--- src/rtl/rsr_pkg.sv ---
package rsr_pkg;

  // Index width helper: at least one bit even for a count of one.
  function automatic int idx_w(input int n);
    return (n <= 1) ? 1 : $clog2(n);
  endfunction

  // Default array shape.
  localparam int DEF_ROWS   = 6;
  localparam int DEF_COLS   = 6;
  localparam int DEF_SPARES = 3;

endpackage

--- src/rtl/rsr_rst_sync.sv ---
module rsr_rst_sync (
  input  logic clk,
  input  logic rst_n,
  output logic rst_sync_n
);

  logic [1:0] stage_q;

  // Assert at once, release after two edges.
  always_ff @(posedge clk or negedge rst_n) begin
    if (!rst_n) begin
      stage_q <= 2'b00;
    end else begin
      stage_q <= {stage_q[0], 1'b1};
    end
  end

  assign rst_sync_n = stage_q[1];

endmodule

--- src/rtl/rsr_row_state.sv ---
module rsr_row_state #(
  parameter int COLS   = 6,
  parameter int SPARES = 3,
  parameter int CW     = 3,
  parameter int SW     = 2
) (
  input  logic            clk,
  input  logic            rst_n,
  input  logic            hit,
  input  logic [CW-1:0]   col,
  output logic [COLS-1:0] retired,
  output logic            refuse
);

  logic [COLS-1:0] ret_q, ret_d;
  logic [SW-1:0]   used_q, used_d;
  logic            fresh, full, upd_en;

  // Next-state: a fresh fault either consumes a spare or is refused.
  always_comb begin
    fresh  = hit && !ret_q[col];
    full   = (used_q == SW'(SPARES));
    refuse = fresh && full;
    upd_en = fresh && !full;
    ret_d  = ret_q;
    used_d = used_q;
    if (upd_en) begin
      ret_d[col] = 1'b1;
      used_d     = used_q + SW'(1);
    end
  end

  always_ff @(posedge clk or negedge rst_n) begin
    if (!rst_n) begin
      ret_q  <= '0;
      used_q <= '0;
    end else if (upd_en) begin
      ret_q  <= ret_d;
      used_q <= used_d;
    end
  end

  assign retired = ret_q;

endmodule

--- src/rtl/rsr_row_map.sv ---
module rsr_row_map #(
  parameter int COLS  = 6,
  parameter int LCOLS = 3,
  parameter int CW    = 3
) (
  input  logic [COLS-1:0]     retired,
  output logic [COLS-1:0]     active,
  output logic [COLS*CW-1:0]  lidx,
  output logic [LCOLS*CW-1:0] lpos
);

  // Walk the row left to right; the k-th surviving position holds logical k.
  always_comb begin
    int seen;
    seen   = 0;
    active = '0;
    lidx   = '0;
    lpos   = '0;
    for (int p = 0; p < COLS; p++) begin
      if (!retired[p]) begin
        if (seen < LCOLS) begin
          active[p]              = 1'b1;
          lidx[p*CW +: CW]       = CW'(seen);
          lpos[seen*CW +: CW]    = CW'(p);
        end
        seen = seen + 1;
      end
    end
  end

endmodule

--- src/rtl/rsr_vlink.sv ---
module rsr_vlink #(
  parameter int COLS   = 6,
  parameter int LCOLS  = 3,
  parameter int CW     = 3,
  parameter int OW     = 3,
  parameter int HAS_NB = 1
) (
  input  logic [COLS-1:0]     active,
  input  logic [COLS*CW-1:0]  lidx,
  input  logic [LCOLS*CW-1:0] nb_lpos,
  output logic [COLS*OW-1:0]  offs
);

  // Offset = neighbour position of the same logical element minus own position.
  always_comb begin
    int k;
    int nbp;
    offs = '0;
    for (int p = 0; p < COLS; p++) begin
      k   = int'(lidx[p*CW +: CW]);
      nbp = 0;
      if (k < LCOLS) begin
        nbp = int'(nb_lpos[k*CW +: CW]);
      end
      if ((HAS_NB != 0) && active[p]) begin
        offs[p*OW +: OW] = OW'(nbp - p);
      end
    end
  end

endmodule

--- src/rtl/row_spare_remap.sv ---
module row_spare_remap
  import rsr_pkg::*;
#(
  parameter int ROWS   = DEF_ROWS,
  parameter int COLS   = DEF_COLS,
  parameter int SPARES = DEF_SPARES,
  localparam int RW    = idx_w(ROWS),
  localparam int CW    = idx_w(COLS),
  localparam int SW    = idx_w(SPARES + 1),
  localparam int OW    = SW + 1
) (
  input  logic                    clk,
  input  logic                    rst_n,
  input  logic                    fault_vld,
  input  logic [RW-1:0]           fault_row,
  input  logic [CW-1:0]           fault_col,
  output logic [ROWS*COLS-1:0]    bypass_sel,
  output logic [ROWS*COLS*OW-1:0] vlink_up,
  output logic [ROWS*COLS*OW-1:0] vlink_dn,
  output logic                    dev_failed
);

  localparam int LCOLS = COLS - SPARES;

  logic                rst_i_n;
  logic                row_ok, col_ok;
  logic [ROWS-1:0]     row_hit;
  logic [ROWS-1:0]     row_refuse;
  logic [COLS-1:0]     ret_w    [ROWS];
  logic [COLS-1:0]     act_w    [ROWS];
  logic [COLS*CW-1:0]  lidx_w   [ROWS];
  logic [LCOLS*CW-1:0] lpos_w   [ROWS];
  logic                fail_q, fail_d, fail_en;

  rsr_rst_sync u_rst (
    .clk        (clk),
    .rst_n      (rst_n),
    .rst_sync_n (rst_i_n)
  );

  // Range qualification of the report.
  always_comb begin
    row_ok = ({1'b0, fault_row} < (RW+1)'(ROWS));
    col_ok = ({1'b0, fault_col} < (CW+1)'(COLS));
  end

  genvar r;
  generate
    for (r = 0; r < ROWS; r++) begin : g_row
      assign row_hit[r] = fault_vld && row_ok && col_ok && (fault_row == RW'(r));

      rsr_row_state #(
        .COLS   (COLS),
        .SPARES (SPARES),
        .CW     (CW),
        .SW     (SW)
      ) u_state (
        .clk     (clk),
        .rst_n   (rst_i_n),
        .hit     (row_hit[r]),
        .col     (fault_col),
        .retired (ret_w[r]),
        .refuse  (row_refuse[r])
      );

      rsr_row_map #(
        .COLS  (COLS),
        .LCOLS (LCOLS),
        .CW    (CW)
      ) u_map (
        .retired (ret_w[r]),
        .active  (act_w[r]),
        .lidx    (lidx_w[r]),
        .lpos    (lpos_w[r])
      );

      assign bypass_sel[r*COLS +: COLS] = ret_w[r];
    end

    for (r = 0; r < ROWS; r++) begin : g_link
      rsr_vlink #(
        .COLS   (COLS),
        .LCOLS  (LCOLS),
        .CW     (CW),
        .OW     (OW),
        .HAS_NB ((r > 0) ? 1 : 0)
      ) u_up (
        .active  (act_w[r]),
        .lidx    (lidx_w[r]),
        .nb_lpos (lpos_w[(r > 0) ? r - 1 : 0]),
        .offs    (vlink_up[r*COLS*OW +: COLS*OW])
      );

      rsr_vlink #(
        .COLS   (COLS),
        .LCOLS  (LCOLS),
        .CW     (CW),
        .OW     (OW),
        .HAS_NB ((r < ROWS - 1) ? 1 : 0)
      ) u_dn (
        .active  (act_w[r]),
        .lidx    (lidx_w[r]),
        .nb_lpos (lpos_w[(r < ROWS - 1) ? r + 1 : r]),
        .offs    (vlink_dn[r*COLS*OW +: COLS*OW])
      );
    end
  endgenerate

  // Sticky failure flag.
  always_comb begin
    fail_en = |row_refuse;
    fail_d  = 1'b1;
  end

  always_ff @(posedge clk or negedge rst_i_n) begin
    if (!rst_i_n) begin
      fail_q <= 1'b0;
    end else if (fail_en) begin
      fail_q <= fail_d;
    end
  end

  assign dev_failed = fail_q;

endmodule

--- config.mk ---
export PLATFORM = sky130hd
export DESIGN_NAME = row_spare_remap
export DESIGN_NICKNAME = d
export VERILOG_FILES = /design/src/rtl/rsr_pkg.sv /design/src/rtl/rsr_rst_sync.sv /design/src/rtl/rsr_row_state.sv /design/src/rtl/rsr_row_map.sv /design/src/rtl/rsr_vlink.sv /design/src/rtl/row_spare_remap.sv
export SDC_FILE = /design/constraint.sdc
export NUM_CORES = 1
export LEC_CHECK = 0
export ABC_AREA = 1
export BUFFER_PORTS_ARGS = -buffer_cell sky130_fd_sc_hd__buf_4
export CORE_UTILIZATION = 30
export CTS_CLUSTER_SIZE = 16
export DETAILED_ROUTE_END_ITERATION = 16
export GPL_TIMING_DRIVEN = 0
export PLACE_DENSITY = 0.48
export SYNTH_ARGS = -nofsm -noshare
export SYNTH_HDL_FRONTEND = slang
export SYNTH_SLANG_ARGS = --single-unit
--- constraint.sdc ---
create_clock -name clk -period 16.25 [get_ports clk]
set_input_delay 1.625 -clock clk [delete_from_list [all_inputs] [get_ports clk]]
set_output_delay 1.625 -clock clk [all_outputs]
set_load 0.01 [all_outputs]
==> metrics.md <==
| Metric | Value |
|---|---|
| Status | finished clean |
| Row Count | 92 |
| Multi-input gate area | 15300 um2 |
| Clock net sink count | 51 |
| Async set-reset flop share out of synthesis | 100% |
| Most Frequent Cell on Critical Path | nand2_1 |
| Via Count | 23700 |
| Final total power | 373 uW |
| Final period util | 66.7% |
| Via density | 5.10 |
| Fmax | 92.2 MHz |
| Port Buf Inserts | 225 |
| Hold WS | 0.197 ns |
| Number of setup buffers added after CTS | 0 |
| Clk Tree Root Cell | clkbuf_16 |
| First-pass GRT wire length | 130000 um |
| Filler cells | 7304 |
| Total CTS buffers | 5 |
| Synth Cell Area | 19300 um2 |
| Flop pwr share | 41.1% |
| CTS tree | yes |
| Final setup vio count | 0 |
| Worst Setup End Kind | output pin |
| P_leak | 11.9 nW |
| Unique masters post-synth | 62 |
| Mapped Cells | 3525 |
| Worst-case clock buffer depth | 2 |
| Maximum vdd drop | 0.0334 mV |
| Area Overhead vs Synth | 16.0% |
| Worst-path maximum fanout | 11 |
| Die width | 255 um |
| Setup WS post-layout | 5.41 ns |
| Worst Path Required | 14.62 ns |
| Max Cap Viol | 0 |
| Routability cong. | 0.948 |
| Crit path time final | 10.84 ns |
| Drt first-iter violations | 1846 |
| Drt wl/cell | 18.6 um |
| P_int | 254 uW |
| Clk slew on worst S/H paths | 0.08 ns |
| GRT Residual Overflow | 0 |
| First drt pass iteration count | 6 |
| Synthesis-stage register bit count | 51 |
| Psw | 119 uW |
| Vias in the first global route | 21600 |
| Num ports | 262 |
| Proportion of layout cells with a drive suffix above 1 | 11.8% |
| Post-synth EDFFs | 0 |
| Nets | 4052 |
| Worst Setup Path Type | reg2out |
| H-tree depth | 2 |
| CP arrival | 9.22 ns |
| Pwr/cell area | 16.7 nW/um2 |
| Switching Share | 32.0% |
| Mapped Avg Cell Area | 5.46 um2 |
| Clock latency on the worst-skew pair | 0.30 ns |
| Die H | 255 um |
| Core area | 63200 um2 |
| RSZ-0062 raised after global routing | no |
| Warnings from Yosys | 0 |
| CP peak stage delay | 0.83 ns |
| Routed Wire Length | 86400 um |
| Clk pwr share | 35.0% |
| Startpoint types | flop |
| Full die area | 65200 um2 |
| GRT Total Usage | 25.4% |
| Dpl hpwl | 72300 um |
| Most used DFF post-synth | dfrtp_1 |
| Combinational fraction of design power | 23.9% |
| Pin count of the biggest net entering global routing | 35 |
| Sequential area share after synthesis | 6.63% |
| Final Util | 35.3% |
| Final max-slew violation count | 0 |
| Skew final | 0.00766 ns |
| Initial antenna violation count | 0 |
| ANT cells | 0 |
| Post-CTS sizing | 0 |
| Fin Setup TNS | 0 ns |
| Detail Route Antenna Nets | 0 |
| Slew HR | 3.81% |
| Worst Hold Class | reg2async |
| Storage cell area | 1280 um2 |
| Final hold vios | 0 |
| Pre-CTS setup slack | 5.87 ns |
| Slew of the pin with the lowest slew margin | 1.43 ns |
| Critical-path top delay cell | dfrtp_1 |
| DRC | 0 |
| Hold buffer count at CTS | 0 |
| Starting Density | 30.5% |
[final cells by class]
type                       instances  area share (%)
inverter                         620            10.5
multi-input combinational       2814            68.5
buffer                            75            2.17
tap                              846            4.74
clock inverter                     2           0.174
timing repair buffer             226            7.65
clock buffer                       6           0.622
sequential                        51            5.72
[cell usage in the layout, fill, tap and decap left out, drive strengths merged, types with 21 or more instances in the layout]
cell / instances
nand2: 902
inv: 615
nor2: 445
nand3: 376
buf: 283
a21oi: 241
ha: 232
o21ai: 231
nand4: 83
nor3: 63
dfrtp: 51
conb: 37
clkbuf: 24
xnor2: 21
[cell usage after synthesis (9+ instances only)]
| cell | count | area [um2] |
|---|---|---|
| o21ai_0 | 185 | 926 |
| xor2_1 | 20 | 175 |
| or2_2 | 9 | 56.3 |
| nand4_1 | 82 | 513 |
| fa_1 | 18 | 360 |
| o21ai_1 | 37 | 185 |
| o21bai_1 | 9 | 67.6 |
| nand3b_1 | 11 | 82.6 |
| nand3_1 | 370 | 1850 |
| inv_2 | 41 | 154 |
| and2_1 | 10 | 62.6 |
| nand2_1 | 860 | 3230 |
| dfrtp_1 | 51 | 1280 |
| inv_1 | 569 | 2140 |
| a21oi_1 | 240 | 1200 |
| buf_4 | 44 | 330 |
| clkbuf_1 | 15 | 56.3 |
| buf_2 | 10 | 50.1 |
| xnor2_1 | 21 | 184 |
| nand2_2 | 37 | 231 |
| nor2_2 | 26 | 163 |
| o22ai_1 | 14 | 87.6 |
| nor3_1 | 57 | 285 |
| o21ai_2 | 9 | 78.8 |
| nor4_1 | 14 | 87.6 |
| o211ai_1 | 19 | 143 |
| ha_1 | 232 | 2900 |
| nor2_1 | 416 | 1560 |
[worst paths after layout]
check                                       startpoint                          end  slack (ns)  depth (start not counted)
max                        g_row[3].u_state.retired[0]                 vlink_up[88]        5.41                         36
min                                   u_rst.stage_q[1]   g_row[5].u_state.used_q[0]        0.20                          0
max reg2reg                g_row[0].u_state.retired[4]  g_row[0].u_state.retired[5]       13.80                          8
min reg2reg                           u_rst.stage_q[1]   g_row[5].u_state.used_q[0]        0.20                          0
max in group asynchronous                        rst_n             u_rst.stage_q[1]       15.06                          1
min in group clk                      u_rst.stage_q[0]             u_rst.stage_q[1]        0.36                          0
[power groups by stage]
stage               Combinational [mW]  Clock [mW]  Sequential [mW]
detailed placement              0.0876           0            0.156
global route                     0.101       0.137            0.154
finish                          0.0892       0.131            0.153
floorplan                       0.0590           0            0.154
CTS                             0.0881       0.132            0.153
global placement                0.0851           0            0.157
[critical path: cells and delay by family (launching register included)]
family | cells | cell delay (ns)
buffers and inverters | 10 | 1.64
AO/OA/AOI/OAI | 4 | 1.29
XOR/XNOR | 1 | 0.62
adder cells (fa/ha/maj) | 7 | 2.31
flip-flops | 1 | 0.83
AND/OR/NAND/NOR | 14 | 2.18
[through the flow]
| stage | instance area, um2 | instances |
|---|---|---|
| after global placement | 22100 | 4631 |
| after floorplan | 19400 | 3560 |
| after global routing | 22300 | 4640 |
| final | 22300 | 4640 |
| after detailed placement | 22200 | 4632 |
| after CTS | 22300 | 4640 |
[registers in the layout, indices dropped and copies added (netlist names)]
signal / cells
u_rst.stage_q: 2
g_row.u_state.used_q: 12
dev_failed: 1
g_row.u_state.retired: 36
[cells by family (layout without fill, tap and decap cells)]
family | count (synthesis) | after routing | synth area share, %
and+or+nand+nor | 1924 | 1924 | 43.8
DFF | 51 | 51 | 6.63
buffers and inverters | 695 | 929 | 14.7
other | 2 | 37 | 0.0390
AOI/OAI and AO/OA | 562 | 562 | 16.0
adders and majority gates | 250 | 250 | 16.9
xor gates and xnor gates | 41 | 41 | 1.86
[per-layer routing]
metal / share of wire (%) / GRT usage [%] / routed length, um / vias to the layer above
met5: 0 / 0 / 0 / -
li1: - / - / - / 11900
met4: 2.6 / 6.26 / 2290 / 0
met3: 6.7 / 3.37 / 5790 / 92
met2: 44 / 41.2 / 38400 / 844
met1: 46 / 35.2 / 39900 / 10800
Note: power is estimated with default switching activity, not from simulation.
